$ cat config.mk
export PLATFORM = sky130hd
export DESIGN_NAME = sar_adc_ctrl_top
export DESIGN_NICKNAME = d
export VERILOG_FILES = /design/src/rtl/sar_adc_pkg.sv /design/src/rtl/sar_adc_regs.sv /design/src/rtl/sar_adc_ctrl.sv /design/src/rtl/sar_adc_dp.sv /design/src/rtl/sar_adc_ctrl_top.sv
export SDC_FILE = /design/constraint.sdc
export NUM_CORES = 1
export LEC_CHECK = 0
export CELL_PAD_IN_SITES_DETAIL_PLACEMENT = 0
export CELL_PAD_IN_SITES_GLOBAL_PLACEMENT = 1
export CORE_MARGIN = 3
export CORE_UTILIZATION = 30
export CTS_CLUSTER_DIAMETER = 60
export DETAILED_ROUTE_END_ITERATION = 8
export PLACE_DENSITY = 0.67
export RECOVER_POWER = 50
export SETUP_SLACK_MARGIN = 0.05
export SLEW_MARGIN = 30
export SYNTH_ARGS = -nofsm -noshare
export SYNTH_HDL_FRONTEND = slang
export SYNTH_SLANG_ARGS = --single-unit
$ cat constraint.sdc
create_clock -name clk -period 6.69 [get_ports clk]
set_input_delay 0.669 -clock clk [delete_from_list [all_inputs] [get_ports clk]]
set_output_delay 0.669 -clock clk [all_outputs]
set_load 0.01 [all_outputs]
$ cat src/rtl/sar_adc_pkg.sv
package sar_adc_pkg;

  // Control register field positions (software-visible layout)
  localparam int CTL_MASK_LSB  = 0;
  localparam int CTL_DIV_LSB   = 8;
  localparam int CTL_BURST_BIT = 16;
  localparam int CTL_PWR_BIT   = 21;
  localparam int CTL_CODE_LSB  = 24;
  localparam int CTL_EDGE_BIT  = 27;

  // Result register field positions
  localparam int RES_VAL_LSB   = 4;
  localparam int RES_CHAN_LSB  = 24;
  localparam int RES_OVR_BIT   = 27;
  localparam int RES_DONE_BIT  = 31;

  localparam int FIELD_MASK_W  = 8;
  localparam int FIELD_DIV_W   = 8;
  localparam int FIELD_CODE_W  = 3;
  localparam int FIELD_VAL_W   = 12;
  localparam int NUM_TRIG      = (1 << FIELD_CODE_W) - 2;

  localparam logic [FIELD_CODE_W-1:0] CODE_NONE = 3'd0;
  localparam logic [FIELD_CODE_W-1:0] CODE_NOW  = 3'd1;
  localparam logic [FIELD_CODE_W-1:0] CODE_TRIG = 3'd2;

  typedef struct packed {
    logic                      edgeRise;
    logic [FIELD_CODE_W-1:0]   startCode;
    logic                      powerUp;
    logic                      burst;
    logic [FIELD_DIV_W-1:0]    divisor;
    logic [FIELD_MASK_W-1:0]   selMask;
  } convCfg_t;

  typedef struct packed {
    logic clearSar;
    logic stepBit;
    logic publish;
  } convStrobe_t;

  typedef enum logic [1:0] {
    ST_IDLE   = 2'd0,
    ST_SAMPLE = 2'd1,
    ST_CONV   = 2'd2
  } convState_e;

endpackage

$ cat src/rtl/sar_adc_regs.sv
module sar_adc_regs
  import sar_adc_pkg::*;
#(
  parameter int NUM_CH = 8,
  parameter int DIV_W  = 8
) (
  input  logic        clk,
  input  logic        rstN,
  input  logic        regWrEn,
  input  logic        regRdEn,
  input  logic [1:0]  regAddr,
  input  logic [31:0] regWrData,
  input  logic [31:0] resultWord,
  output logic [31:0] regRdData,
  output convCfg_t    cfg,
  output convCfg_t    cfgNext,
  output logic        ctrlWr,
  output logic        resRead
);

  localparam logic [FIELD_MASK_W-1:0] MASK_LIMIT = FIELD_MASK_W'((1 << NUM_CH) - 1);
  localparam logic [FIELD_DIV_W-1:0]  DIV_LIMIT  = FIELD_DIV_W'((1 << DIV_W) - 1);

  convCfg_t writeCfg;
  logic     unusedWrBits;

  assign ctrlWr  = regWrEn && (regAddr == 2'd0);
  assign resRead = regRdEn && (regAddr == 2'd1);

  always_comb begin
    writeCfg.selMask   = regWrData[CTL_MASK_LSB +: FIELD_MASK_W] & MASK_LIMIT;
    writeCfg.divisor   = regWrData[CTL_DIV_LSB +: FIELD_DIV_W] & DIV_LIMIT;
    writeCfg.burst     = regWrData[CTL_BURST_BIT];
    writeCfg.powerUp   = regWrData[CTL_PWR_BIT];
    writeCfg.startCode = regWrData[CTL_CODE_LSB +: FIELD_CODE_W];
    writeCfg.edgeRise  = regWrData[CTL_EDGE_BIT];
  end

  assign unusedWrBits = ^{regWrData[31:28], regWrData[23:22], regWrData[20:17]};

  assign cfgNext = ctrlWr ? writeCfg : cfg;

  always_ff @(posedge clk or negedge rstN) begin
    if (!rstN) cfg <= '0;
    else       cfg <= cfgNext;
  end

  function automatic logic [31:0] packCfg(input convCfg_t c);
    logic [31:0] w;
    w = '0;
    w[CTL_MASK_LSB +: FIELD_MASK_W] = c.selMask;
    w[CTL_DIV_LSB +: FIELD_DIV_W]   = c.divisor;
    w[CTL_BURST_BIT]                = c.burst;
    w[CTL_PWR_BIT]                  = c.powerUp;
    w[CTL_CODE_LSB +: FIELD_CODE_W] = c.startCode;
    w[CTL_EDGE_BIT]                 = c.edgeRise;
    return w;
  endfunction

  always_comb begin
    regRdData = '0;
    if (regRdEn) begin
      case (regAddr)
        2'd0:    regRdData = packCfg(cfg);
        2'd1:    regRdData = resultWord;
        default: regRdData = '0;
      endcase
    end
  end

endmodule

$ cat src/rtl/sar_adc_ctrl.sv
module sar_adc_ctrl
  import sar_adc_pkg::*;
#(
  parameter int NUM_CH = 8,
  parameter int RES_W  = 12,
  parameter int DIV_W  = 8,
  localparam int CH_IDX_W  = $clog2(NUM_CH),
  localparam int BIT_IDX_W = $clog2(RES_W)
) (
  input  logic                 clk,
  input  logic                 rstN,
  input  convCfg_t             cfg,
  input  convCfg_t             cfgNext,
  input  logic                 ctrlWr,
  input  logic [NUM_TRIG-1:0]  extTrig,
  output convStrobe_t          strb,
  output logic [BIT_IDX_W-1:0] bitIdx,
  output logic [CH_IDX_W-1:0]  curChan,
  output logic                 sampling,
  output logic                 converting
);

  convState_e           state, nState;
  logic [DIV_W-1:0]     divCnt;
  logic                 tick;
  logic [NUM_TRIG-1:0]  trigPrev;
  logic                 trigHit;
  logic                 startNow;
  logic [CH_IDX_W-1:0]  nChan;
  logic [BIT_IDX_W-1:0] nBit;
  logic [CH_IDX_W:0]    firstNew, firstCur, aboveCur, burstNext;
  logic                 unusedCfg;

  assign unusedCfg = ^{cfg.powerUp, cfgNext.edgeRise, cfgNext.divisor};

  // Lowest selected channel at or above 'from'; MSB set means none found
  function automatic logic [CH_IDX_W:0] pickChan(input logic [FIELD_MASK_W-1:0] mask,
                                                 input logic [CH_IDX_W:0] from);
    logic [CH_IDX_W:0] r;
    r = {1'b1, {CH_IDX_W{1'b0}}};
    for (int i = NUM_CH - 1; i >= 0; i--) begin
      if (mask[i] && ((CH_IDX_W+1)'(i) >= from)) r = (CH_IDX_W+1)'(i);
    end
    return r;
  endfunction

  assign firstNew  = pickChan(cfgNext.selMask, '0);
  assign firstCur  = pickChan(cfg.selMask, '0);
  assign aboveCur  = pickChan(cfg.selMask, {1'b0, curChan} + 1'b1);
  assign burstNext = aboveCur[CH_IDX_W] ? firstCur : aboveCur;

  // Converter clock: one tick every divisor+1 bus cycles, phase set at start
  assign tick = (state != ST_IDLE) && (divCnt == cfg.divisor[DIV_W-1:0]);

  always_ff @(posedge clk or negedge rstN) begin
    if (!rstN)                 divCnt <= '0;
    else if (startNow)         divCnt <= '0;
    else if (state != ST_IDLE) divCnt <= tick ? '0 : divCnt + 1'b1;
  end

  // Trigger edge detection on the selected external line
  always_comb begin
    logic cur, old;
    logic [FIELD_CODE_W-1:0] idx;
    idx = cfg.startCode - CODE_TRIG;
    cur = 1'b0;
    old = 1'b0;
    trigHit = 1'b0;
    if (cfg.startCode >= CODE_TRIG) begin
      cur = extTrig[idx];
      old = trigPrev[idx];
      trigHit = cfg.edgeRise ? (cur && !old) : (!cur && old);
    end
  end

  always_ff @(posedge clk or negedge rstN) begin
    if (!rstN) trigPrev <= '0;
    else       trigPrev <= extTrig;
  end

  always_comb begin
    nState   = state;
    nChan    = curChan;
    nBit     = bitIdx;
    startNow = 1'b0;
    strb     = '0;
    if (!cfgNext.powerUp) begin
      nState = ST_IDLE;
    end else if (ctrlWr) begin
      if (!firstNew[CH_IDX_W] &&
          (cfgNext.burst || cfgNext.startCode == CODE_NOW || state != ST_IDLE)) begin
        startNow = 1'b1;
        nChan    = firstNew[CH_IDX_W-1:0];
      end else begin
        nState = ST_IDLE;
      end
    end else if (state == ST_IDLE) begin
      if (trigHit && !cfg.burst && !firstCur[CH_IDX_W]) begin
        startNow = 1'b1;
        nChan    = firstCur[CH_IDX_W-1:0];
      end
    end else if (tick) begin
      if (state == ST_SAMPLE) begin
        nState = ST_CONV;
        nBit   = BIT_IDX_W'(RES_W - 1);
      end else begin
        strb.stepBit = 1'b1;
        if (bitIdx == '0) begin
          strb.publish = 1'b1;
          if (cfg.burst && !burstNext[CH_IDX_W]) begin
            startNow = 1'b1;
            nChan    = burstNext[CH_IDX_W-1:0];
          end else begin
            nState = ST_IDLE;
          end
        end else begin
          nBit = bitIdx - 1'b1;
        end
      end
    end
    if (startNow) begin
      nState        = ST_SAMPLE;
      strb.clearSar = 1'b1;
    end
  end

  always_ff @(posedge clk or negedge rstN) begin
    if (!rstN) begin
      state   <= ST_IDLE;
      curChan <= '0;
      bitIdx  <= '0;
    end else begin
      state   <= nState;
      curChan <= nChan;
      bitIdx  <= nBit;
    end
  end

  assign sampling   = (state == ST_SAMPLE);
  assign converting = (state == ST_CONV);

endmodule

$ cat src/rtl/sar_adc_dp.sv
module sar_adc_dp
  import sar_adc_pkg::*;
#(
  parameter int NUM_CH = 8,
  parameter int RES_W  = 12,
  localparam int CH_IDX_W  = $clog2(NUM_CH),
  localparam int BIT_IDX_W = $clog2(RES_W)
) (
  input  logic                 clk,
  input  logic                 rstN,
  input  convStrobe_t          strb,
  input  logic [BIT_IDX_W-1:0] bitIdx,
  input  logic [CH_IDX_W-1:0]  curChan,
  input  logic                 converting,
  input  logic                 burst,
  input  logic                 ctrlWr,
  input  logic                 resRead,
  input  logic                 cmpGe,
  output logic [RES_W-1:0]     trialCode,
  output logic [31:0]          resultWord,
  output logic                 doneFlag,
  output logic                 ovrFlag
);

  logic [RES_W-1:0]    sarAcc;
  logic [RES_W-1:0]    keepVal;
  logic [RES_W-1:0]    resVal;
  logic [CH_IDX_W-1:0] resChan;

  assign trialCode = converting ? (sarAcc | (RES_W'(1) << bitIdx)) : '0;
  assign keepVal   = cmpGe ? trialCode : sarAcc;

  always_ff @(posedge clk or negedge rstN) begin
    if (!rstN)             sarAcc <= '0;
    else if (strb.clearSar) sarAcc <= '0;
    else if (strb.stepBit)  sarAcc <= keepVal;
  end

  always_ff @(posedge clk or negedge rstN) begin
    if (!rstN) begin
      resVal  <= '0;
      resChan <= '0;
    end else if (strb.publish) begin
      resVal  <= keepVal;
      resChan <= curChan;
    end
  end

  always_ff @(posedge clk or negedge rstN) begin
    if (!rstN) begin
      doneFlag <= 1'b0;
      ovrFlag  <= 1'b0;
    end else if (strb.publish) begin
      doneFlag <= 1'b1;
      if (burst && doneFlag && !resRead) ovrFlag <= 1'b1;
      else if (resRead)                   ovrFlag <= 1'b0;
    end else if (resRead || ctrlWr) begin
      doneFlag <= 1'b0;
      ovrFlag  <= 1'b0;
    end
  end

  always_comb begin
    resultWord = '0;
    resultWord[RES_VAL_LSB +: FIELD_VAL_W] = FIELD_VAL_W'(resVal) << (FIELD_VAL_W - RES_W);
    resultWord[RES_CHAN_LSB +: 3]          = 3'(resChan);
    resultWord[RES_OVR_BIT]                = ovrFlag;
    resultWord[RES_DONE_BIT]               = doneFlag;
  end

endmodule

$ cat src/rtl/sar_adc_ctrl_top.sv
module sar_adc_ctrl_top
  import sar_adc_pkg::*;
#(
  parameter int NUM_CH = 8,
  parameter int RES_W  = 12,
  parameter int DIV_W  = 8,
  localparam int CH_IDX_W  = $clog2(NUM_CH),
  localparam int BIT_IDX_W = $clog2(RES_W)
) (
  input  logic                clk,
  input  logic                rstN,
  input  logic                regWrEn,
  input  logic                regRdEn,
  input  logic [1:0]          regAddr,
  input  logic [31:0]         regWrData,
  output logic [31:0]         regRdData,
  input  logic [NUM_TRIG-1:0] extTrig,
  output logic                sampleEn,
  output logic [CH_IDX_W-1:0] chanIdx,
  output logic [RES_W-1:0]    trialCode,
  input  logic                cmpGe
);

  convCfg_t             cfg, cfgNext;
  convStrobe_t          strb;
  logic                 ctrlWr, resRead;
  logic [31:0]          resultWord;
  logic [BIT_IDX_W-1:0] bitIdx;
  logic                 converting;
  logic                 doneFlag, ovrFlag;

  sar_adc_regs #(.NUM_CH(NUM_CH), .DIV_W(DIV_W)) u_regs (
    .clk(clk), .rstN(rstN), .regWrEn(regWrEn), .regRdEn(regRdEn),
    .regAddr(regAddr), .regWrData(regWrData), .resultWord(resultWord),
    .regRdData(regRdData), .cfg(cfg), .cfgNext(cfgNext),
    .ctrlWr(ctrlWr), .resRead(resRead)
  );

  sar_adc_ctrl #(.NUM_CH(NUM_CH), .RES_W(RES_W), .DIV_W(DIV_W)) u_ctrl (
    .clk(clk), .rstN(rstN), .cfg(cfg), .cfgNext(cfgNext), .ctrlWr(ctrlWr),
    .extTrig(extTrig), .strb(strb), .bitIdx(bitIdx), .curChan(chanIdx),
    .sampling(sampleEn), .converting(converting)
  );

  sar_adc_dp #(.NUM_CH(NUM_CH), .RES_W(RES_W)) u_dp (
    .clk(clk), .rstN(rstN), .strb(strb), .bitIdx(bitIdx), .curChan(chanIdx),
    .converting(converting), .burst(cfg.burst), .ctrlWr(ctrlWr),
    .resRead(resRead), .cmpGe(cmpGe), .trialCode(trialCode),
    .resultWord(resultWord), .doneFlag(doneFlag), .ovrFlag(ovrFlag)
  );

endmodule

==> results by group, run 1 <==
Synthesis
  – Synth area leaders: dfrtp_1, nand2_1, mux2i_1
  – Asr flop ratio synth: 100.0%
  – Largest family of logic cells by synthesized area: simple AND/OR/NAND/NOR gates
  – EDFF count, synth: 0
  – Most common library cells after synthesis: nand2_1, dfrtp_1, nor2_1
  – Seq cells post-synth: 74
  – Synthesized area: 0.004409 mm^2
  – Simple-gate share of the synthesized area: 21.65%
  – Post-Synthesis Cells: 489
  – Mean Syn Cell Area: 9.017 um^2
  – Sequential area share after synthesis: 42.00%
  – Yosys cell types: 61
  – Yosys top cell area share: 42.00%
  – Mux contribution to synthesized area: 8.173%
  – Post-synthesis adder-cell area fraction: 3.689%
  – Leading area contributor after synthesis: dfrtp_1
  – Post-synthesis xor/xnor area fraction: 2.384%
  – Most instantiated library cell after synthesis: nand2_1
  – Synth warn: 0
  – Most used flip-flop cell after synthesis: dfrtp_1
  – Complex-gate fraction of the synthesized area: 15.58%

GRT
  – Initial antenna violation count: 0
  – Vias in the first global route: 3733
  – Largest net degree at the start of global routing: 75
  – First-pass GRT wire length: 19950 um
  – GRT overflow: 0
  – GRT Util Overall: 15.58%

Power and ir drop
  – Static leakage: 2.407 nW
  – PwrDens: 283.8 mW/mm^2
  – VDD IR max: 0.1134 mV
  – Pwr Total: 1.575 mW

Route
  – Total iterations of the first detailed-routing run: 5
  – Residual DRC: 0
  – Final antenna-violating net count: 0
  – Wire per inst: 16.43 um
  – Final wirelength: 12090 um
  – Initial drt markers: 177
  – Routed vias/inst: 4.938
  – Vias: 3634

Worst setup path
  – Worst Setup End Kind: flip-flop
  – CP startpoint kind: input port
  – Largest fanout on the critical path: 34
  – WP data arrival: 4.87 ns
  – CP Class: input port to flip-flop
  – Worst R2R Setup Slack: 3.28 ns
  – Worst EP required: 6.91 ns

Floorplanning
  – Io pins: 93
  – Die area: 0.01619 mm^2
  – Std cell rows: 43
  – Starting density of the core: 31.16%
  – Area of the core: 0.01415 mm^2
  – DIE HEIGHT: 127.2 um
  – Die Wd: 127.2 um

CTS
  – CTS buffer count: 9
  – Clock sink count: 74
  – CTS tree: done
  – Post-CTS Resized: 0
  – Cts hold-fix bufs: 0
  – Root Driver: clkbuf_16
  – Clock-pin slew on the worst setup and hold paths: 0.06 ns
  – Worst skew pair latency: 0.34 ns
  – # H-tree levels: 3
  – Postcts setup bufs: 0
  – Bufs on Longest Clock Path: 2

Timing
  – Max-slew violations: 110
  – Slew margin rel.: -172.9%
  – Max Fclk: 0.2152 GHz
  – Final Hold Viols: 0
  – Period utilisation layout: 69.47%
  – Fin Setup TNS: 0 ns
  – Minimum clock period: 4.647 ns
  – Hold Worst Slack: 0.4830 ns
  – Setup Viol. Count Final: 0
  – RSZ-0062 raised after global routing: false
  – Clk_skew: 0.009235 ns
  – Actual slew at the worst max-slew pin: 4.094 ns

Placement
  – PortBufs: 73
  – DP HPWL: 8681 um
  – GPL Wtd Cong: 0.8863
  – Placed cell count: 720
  – Area of placed instances: 0.005226 mm^2

Flow run
  – Maxcap violations: 2

Cells and area
  – Fin nets: 609
  – Design area: 0.005549 mm^2
  – Layout cells sized above 1: 5.935%
  – P&R area growth vs syn: 25.85%
  – Number of antenna diodes: 0
  – Non-Filler Instances: 736

Outcome
  – Failing checks: capacitance limit, slew limit
  – Outcome: finished with violations

Min path
  – Hold WC Path Type: flip-flop to flip-flop
cells in the final DEF (no fill, tap or decap), drive strengths merged, types with 4 or more instances in the layout:
cell type      count
nand2b             8
and3               7
nand2             81
nand3              7
and2               5
dfrtp             74
mux2               4
a21oi             27
dlygate4sd3        7
inv               26
clkbuf            11
nor2              38
ha                13
nor2b             17
nor4               6
nor3               9
o21ai             35
xnor2             10
conb               9
clkdlybuf4s50     65
a22o              17
mux2i             27
logic make-up after synthesis:
family	Yosys count
AO/OA/AOI/OAI	105
XOR/XNOR	12
adder cells (fa/ha/maj)	13
buffers and inverters	58
flip-flops	74
multiplexers	33
other	1
AND/OR/NAND/NOR	193
sequential cells by signal (all words and copies together), names as in the netlist:
| register | cells |
|---|---|
| u_dp.doneFlag | 1 |
| u_dp.sarAcc | 12 |
| u_regs.cfg | 22 |
| u_dp.resVal | 12 |
| u_ctrl.bitIdx | 4 |
| u_ctrl.state | 2 |
| u_dp.ovrFlag | 1 |
| u_ctrl.divCnt | 8 |
| u_dp.resChan | 3 |
| u_ctrl.curChan | 3 |
| u_ctrl.trigPrev | 6 |
report_power, final:
group / total [mW] / internal (mW) / switching (mW)
sequential: 0.617 / 0.517 / 0.101
clock: 0.559 / 0.364 / 0.195
combinational: 0.399 / 0.190 / 0.209
total: 1.57 / 1.07 / 0.504
critical path: stages:
cell	delay [ns]
dlygate4sd3_1	0.55
nor2_1	0.31
and2_1	0.18
clkbuf_1	1.11
o2111ai_1	0.38
a32o_2	0.36
nand2b_2	0.20
o22ai_4	0.69
mux2_2	0.41
path summary, 6_finish.rpt:
path,depth (start not counted),to,start
max in group asynchronous,2,u_regs.cfg[6]$_DFF_PN0_,rstN
min in group asynchronous,2,u_dp.resVal[6]$_DFFE_PN0P_,rstN
hold / removal,2,u_dp.resChan[0]$_DFFE_PN0P_,u_dp.resChan[0]$_DFFE_PN0P_
setup / recovery,9,u_ctrl.curChan[2]$_DFFE_PN0P_,regAddr[1]
setup reg to reg,7,u_dp.resChan[2]$_DFFE_PN0P_,u_regs.cfg[10]$_DFFE_PN0P_
hold reg to reg,2,u_dp.resChan[0]$_DFFE_PN0P_,u_dp.resChan[0]$_DFFE_PN0P_
per-stage QoR:
step / setup WS [ns] / util, %
after detailed placement: 2.142 / 36.94
after CTS: 2.485 / 39.35
after floorplan: 4.341 / -
final: 2.043 / 39.22
after global routing: 1.611 / 39.22
after global placement: 2.218 / 36.91
routing by layer:
metal	GRT usage, %	part of all wire [%]
met3	3.846	4.2
met4	3.849	1.5
met1	20.31	45
met2	26.09	49
met5	0	0
final cells by class:
cell class                      instances  area [um^2]
Tap cell                              180        225.2
Clock buffer                            9        225.2
Timing Repair Buffer                   76        740.7
Inverter                               25        93.84
Fill cell                            1433         8601
Multi-Input combinational cell        365         2296
Sequential cell                        74         1852
Clock inverter                          7        116.4
Power figures use the tool's default switching activity.
==> run 2, diff against run 1 <==
==> constraint.sdc (replaced) <==
create_clock -name clk -period 4.53 [get_ports clk]
set_input_delay 0.453 -clock clk [delete_from_list [all_inputs] [get_ports clk]]
set_output_delay 0.453 -clock clk [all_outputs]
set_load 0.01 [all_outputs]
==> results by group, run 2 (synthesis gave the netlist of run 1 again) <==
Timing
  – Max-slew violations: 40 (-64%)
  – Actual slew at the worst max-slew pin: 2.253 ns (-1.841 ns)
  – Period utilisation layout: 73.22%
  – Clk_skew: 0.006585 ns (-0.002650 ns)
  – Max Fclk: 0.3015 GHz
  – Setup Viol. Count Final: 0 (unchanged)
  – RSZ-0062 raised after global routing: false
  – Fin Setup TNS: 0 ns (unchanged)
  – Hold Worst Slack: 0.4838 ns (+0.0008120 ns)
  – Final Hold Viols: 0 (unchanged)
  – Slew margin rel.: -50.17% (+120 points)
  – Minimum clock period: 3.317 ns

Worst setup path
  – CP Class: input port to flip-flop
  – Worst EP required: 4.74 ns (-2.17 ns)
  – Worst R2R Setup Slack: 1.35 ns (-1.93 ns)
  – CP max-delay cell: clkbuf_1
  – Worst Setup End Kind: flip-flop
  – Reg2Reg Capture Point: u_dp.resChan[2]$_DFFE_PN0P_
  – CP peak stage delay: 1.07 ns (-0.04 ns)
  – CP startpoint kind: input port
  – Reg2reg path depth: 7 (unchanged)
  – Buf/Inv on CP: 3 (+1)
  – Critical path, cell by cell: dlygate4sd3_1, nor2_1, and2_0, clkbuf_1, a21oi_1, o22ai_4, buf_4, nor2b_1
  – WP data arrival: 3.52 ns (-1.35 ns)
  – Crit Reg-Reg Startpoint: u_regs.cfg[14]$_DFFE_PN0P_
  – CP delay by family, top: buffers and inverters
  – Largest fanout on the critical path: 33 (-2.9%)

Min path
  – Hold WC Path Type: flip-flop to flip-flop
  – WHS Endpoint: u_dp.resChan[1]$_DFFE_PN0P_
  – Min-Delay Path Depth: 2 (unchanged)
  – Hold Crit Start: u_dp.resChan[1]$_DFFE_PN0P_

Power and ir drop
  – VDD IR max: 0.2357 mV (+110%)
  – Gate power share: 27.0% (+1.7 points)
  – Static leakage: 2.396 nW (-0.45%)
  – Clock share of power: 31.4% (-4.1 points)
  – Sequential fraction of design power: 41.5% (+2.3 points)
  – Int Pwr: 1.460 mW (+36%)
  – PwrDens: 398.2 mW/mm^2 (+40%)
  – Net switching power: 738.0 uW (+46%)
  – Switching share of total power: 33.57% (+1.5 points)

Floorplanning
  – Std cell rows: 43 (unchanged)
  – Io pins: 93 (unchanged)
  – Die area: 0.01619 mm^2 (unchanged)
  – Starting density of the core: 31.16% (unchanged)
  – Area of the core: 0.01415 mm^2 (unchanged)
  – Die Wd: 127.2 um (unchanged)
  – DIE HEIGHT: 127.2 um (unchanged)

Placement
  – GPL Wtd Cong: 0.8900 (+0.42%)
  – PortBufs: 73 (unchanged)
  – DP HPWL: 8867 um (+2.1%)

GRT
  – GRT Util Overall: 15.29% (-0.29 points)
  – Initial antenna violation count: 0 (unchanged)
  – Vias in the first global route: 3598 (-3.6%)
  – GRT overflow: 0 (unchanged)
  – First-pass GRT wire length: 19550 um (-2.0%)
  – Largest net degree at the start of global routing: 40 (-47%)

CTS
  – # H-tree levels: 3 (unchanged)
  – Worst skew pair latency: 0.33 ns (about the same)
  – Cts hold-fix bufs: 0 (unchanged)
  – Clock-pin slew on the worst setup and hold paths: 0.06 ns (about the same)
  – Root Driver: clkbuf_16
  – Clock sink count: 74 (unchanged)
  – CTS buffer count: 9 (unchanged)
  – CTS tree: done
  – Post-CTS Resized: 0 (unchanged)
  – Postcts setup bufs: 0 (unchanged)
  – Bufs on Longest Clock Path: 2 (unchanged)

Cells and area
  – Number of antenna diodes: 0 (unchanged)
  – Max FFs per register: 22 (unchanged)
  – Register area: 0.001852 mm^2 (unchanged)
  – Area of the multi-input gates: 0.002296 mm^2 (unchanged)
  – P&R area growth vs syn: 25.23%
  – Largest registers: u_regs.cfg: 22 flops, u_dp.resVal: 12 flops, u_dp.sarAcc: 12 flops
  – Most common cell after layout, fill and taps aside: nand2_1
  – Fin nets: 612 (+0.49%)
  – Top reg by flops: u_regs.cfg
  – Layout cells sized above 1: 6.440% (+0.50 points)
  – Commonest non-fill, non-tap cells in the layout: nand2_1, dfrtp_1, clkdlybuf4s50_1, nor2_1, o21ai_0
  – Fillers: 1388 (-3.1%)

Outcome
  – Outcome: finished with violations
  – Failing checks: capacitance limit, slew limit

Route
  – Final wirelength: 12060 um (-0.28%)
  – Initial drt markers: 290 (+64%)
  – Final antenna-violating net count: 0 (unchanged)
  – Vias: 3692 (+1.6%)
  – Routed vias/inst: 4.996 (+1.2%)
  – Wire per inst: 16.32 um (-0.69%)
  – Total iterations of the first detailed-routing run: 4 (-1)
  – Residual DRC: 0 (unchanged)

Flow run
  – Maxcap violations: 1 (-1)
-- run 2: changes by cell type in the layout (fill, tap and decap cells not counted) --
| cell | before | now |
|---|---|---|
| and2_1 | 4 | 3 |
| clkbuf_8 | 0 | 3 |
| and2_0 | 1 | 2 |
| clkinvlp_4 | 1 | 2 |
| clkbuf_2 | 0 | 1 |
| buf_2 | 1 | 0 |
| bufinv_16 | 3 | 0 |
| inv_6 | 1 | 0 |
| buf_4 | 1 | 4 |
-- run 2: tightest hold or removal path, stage by stage, from the launching register on --
cell and delay [ns]:
dfrtp_1 0.34, nand2_1 0.05, o21ai_0 0.06
-- run 2: worst max path at each step --
| stage | slack (ns) | from | endpoint | cells after the start |
|---|---|---|---|---|
| after floorplan | 2.25 | u_ctrl.curChan[0]$_DFFE_PN0P_ | u_ctrl.curChan[1]$_DFFE_PN0P_ | 9 |
| after global placement | 1.24 | regAddr[0] | u_dp.resChan[2]$_DFFE_PN0P_ | 9 |
| after detailed placement | 1.22 | regAddr[0] | u_dp.resChan[2]$_DFFE_PN0P_ | 9 |
| after CTS | 1.32 | u_regs.cfg[14]$_DFFE_PN0P_ | u_dp.resChan[2]$_DFFE_PN0P_ | 7 |
| after global routing | 0.85 | regAddr[0] | u_dp.sarAcc[1]$_DFFE_PN0P_ | 8 |
| final | 1.21 | regAddr[0] | u_dp.sarAcc[1]$_DFFE_PN0P_ | 8 |
-- run 2: power by group through the flow --
stage / clock, mW / sequential [mW] / combinational [mW]
finish: 0.691 / 0.913 / 0.594
global route: 0.742 / 0.935 / 0.673
CTS: 0.717 / 0.915 / 0.604
detailed placement: 0 / 0.925 / 0.600
global placement: 0 / 0.920 / 0.588
floorplan: 0 / 0.872 / 0.441
-- run 2: stage by stage --
stage | cell area [um^2] | setup slack, ns | cells | total power [mW] | utilization (%)
after detailed placement | 5245 | 1.216 | 723 | 1.525 | 37.07
final | 5522 | 1.213 | 739 | 2.198 | 39.02
after CTS | 5537 | 1.321 | 739 | 2.235 | 39.13
after floorplan | 4439 | 2.248 | 497 | 1.313 | -
after global placement | 5245 | 1.240 | 723 | 1.508 | 37.07
after global routing | 5522 | 0.8538 | 739 | 2.351 | 39.02
-- run 2: routing by layer --
layer  global-route usage (%)  vias to the layer above  wire length, um
met3                    3.344                       15              485
met1                    20.50                     1788             5532
met2                    25.40                       85             5898
met4                    3.470                        0              144
met5                        0                        -                0
li1                         -                     1804                -
-- run 2: final cells by class --
cell class                      instances  share of cell area [%]
Multi-Input combinational cell        365                   41.58
Sequential cell                        74                   33.54
Timing Repair Buffer                   79                   13.82
Clock buffer                           12                   4.827
Tap cell                              180                   4.079
Inverter                               25                   1.700
Clock inverter                          4                  0.4532
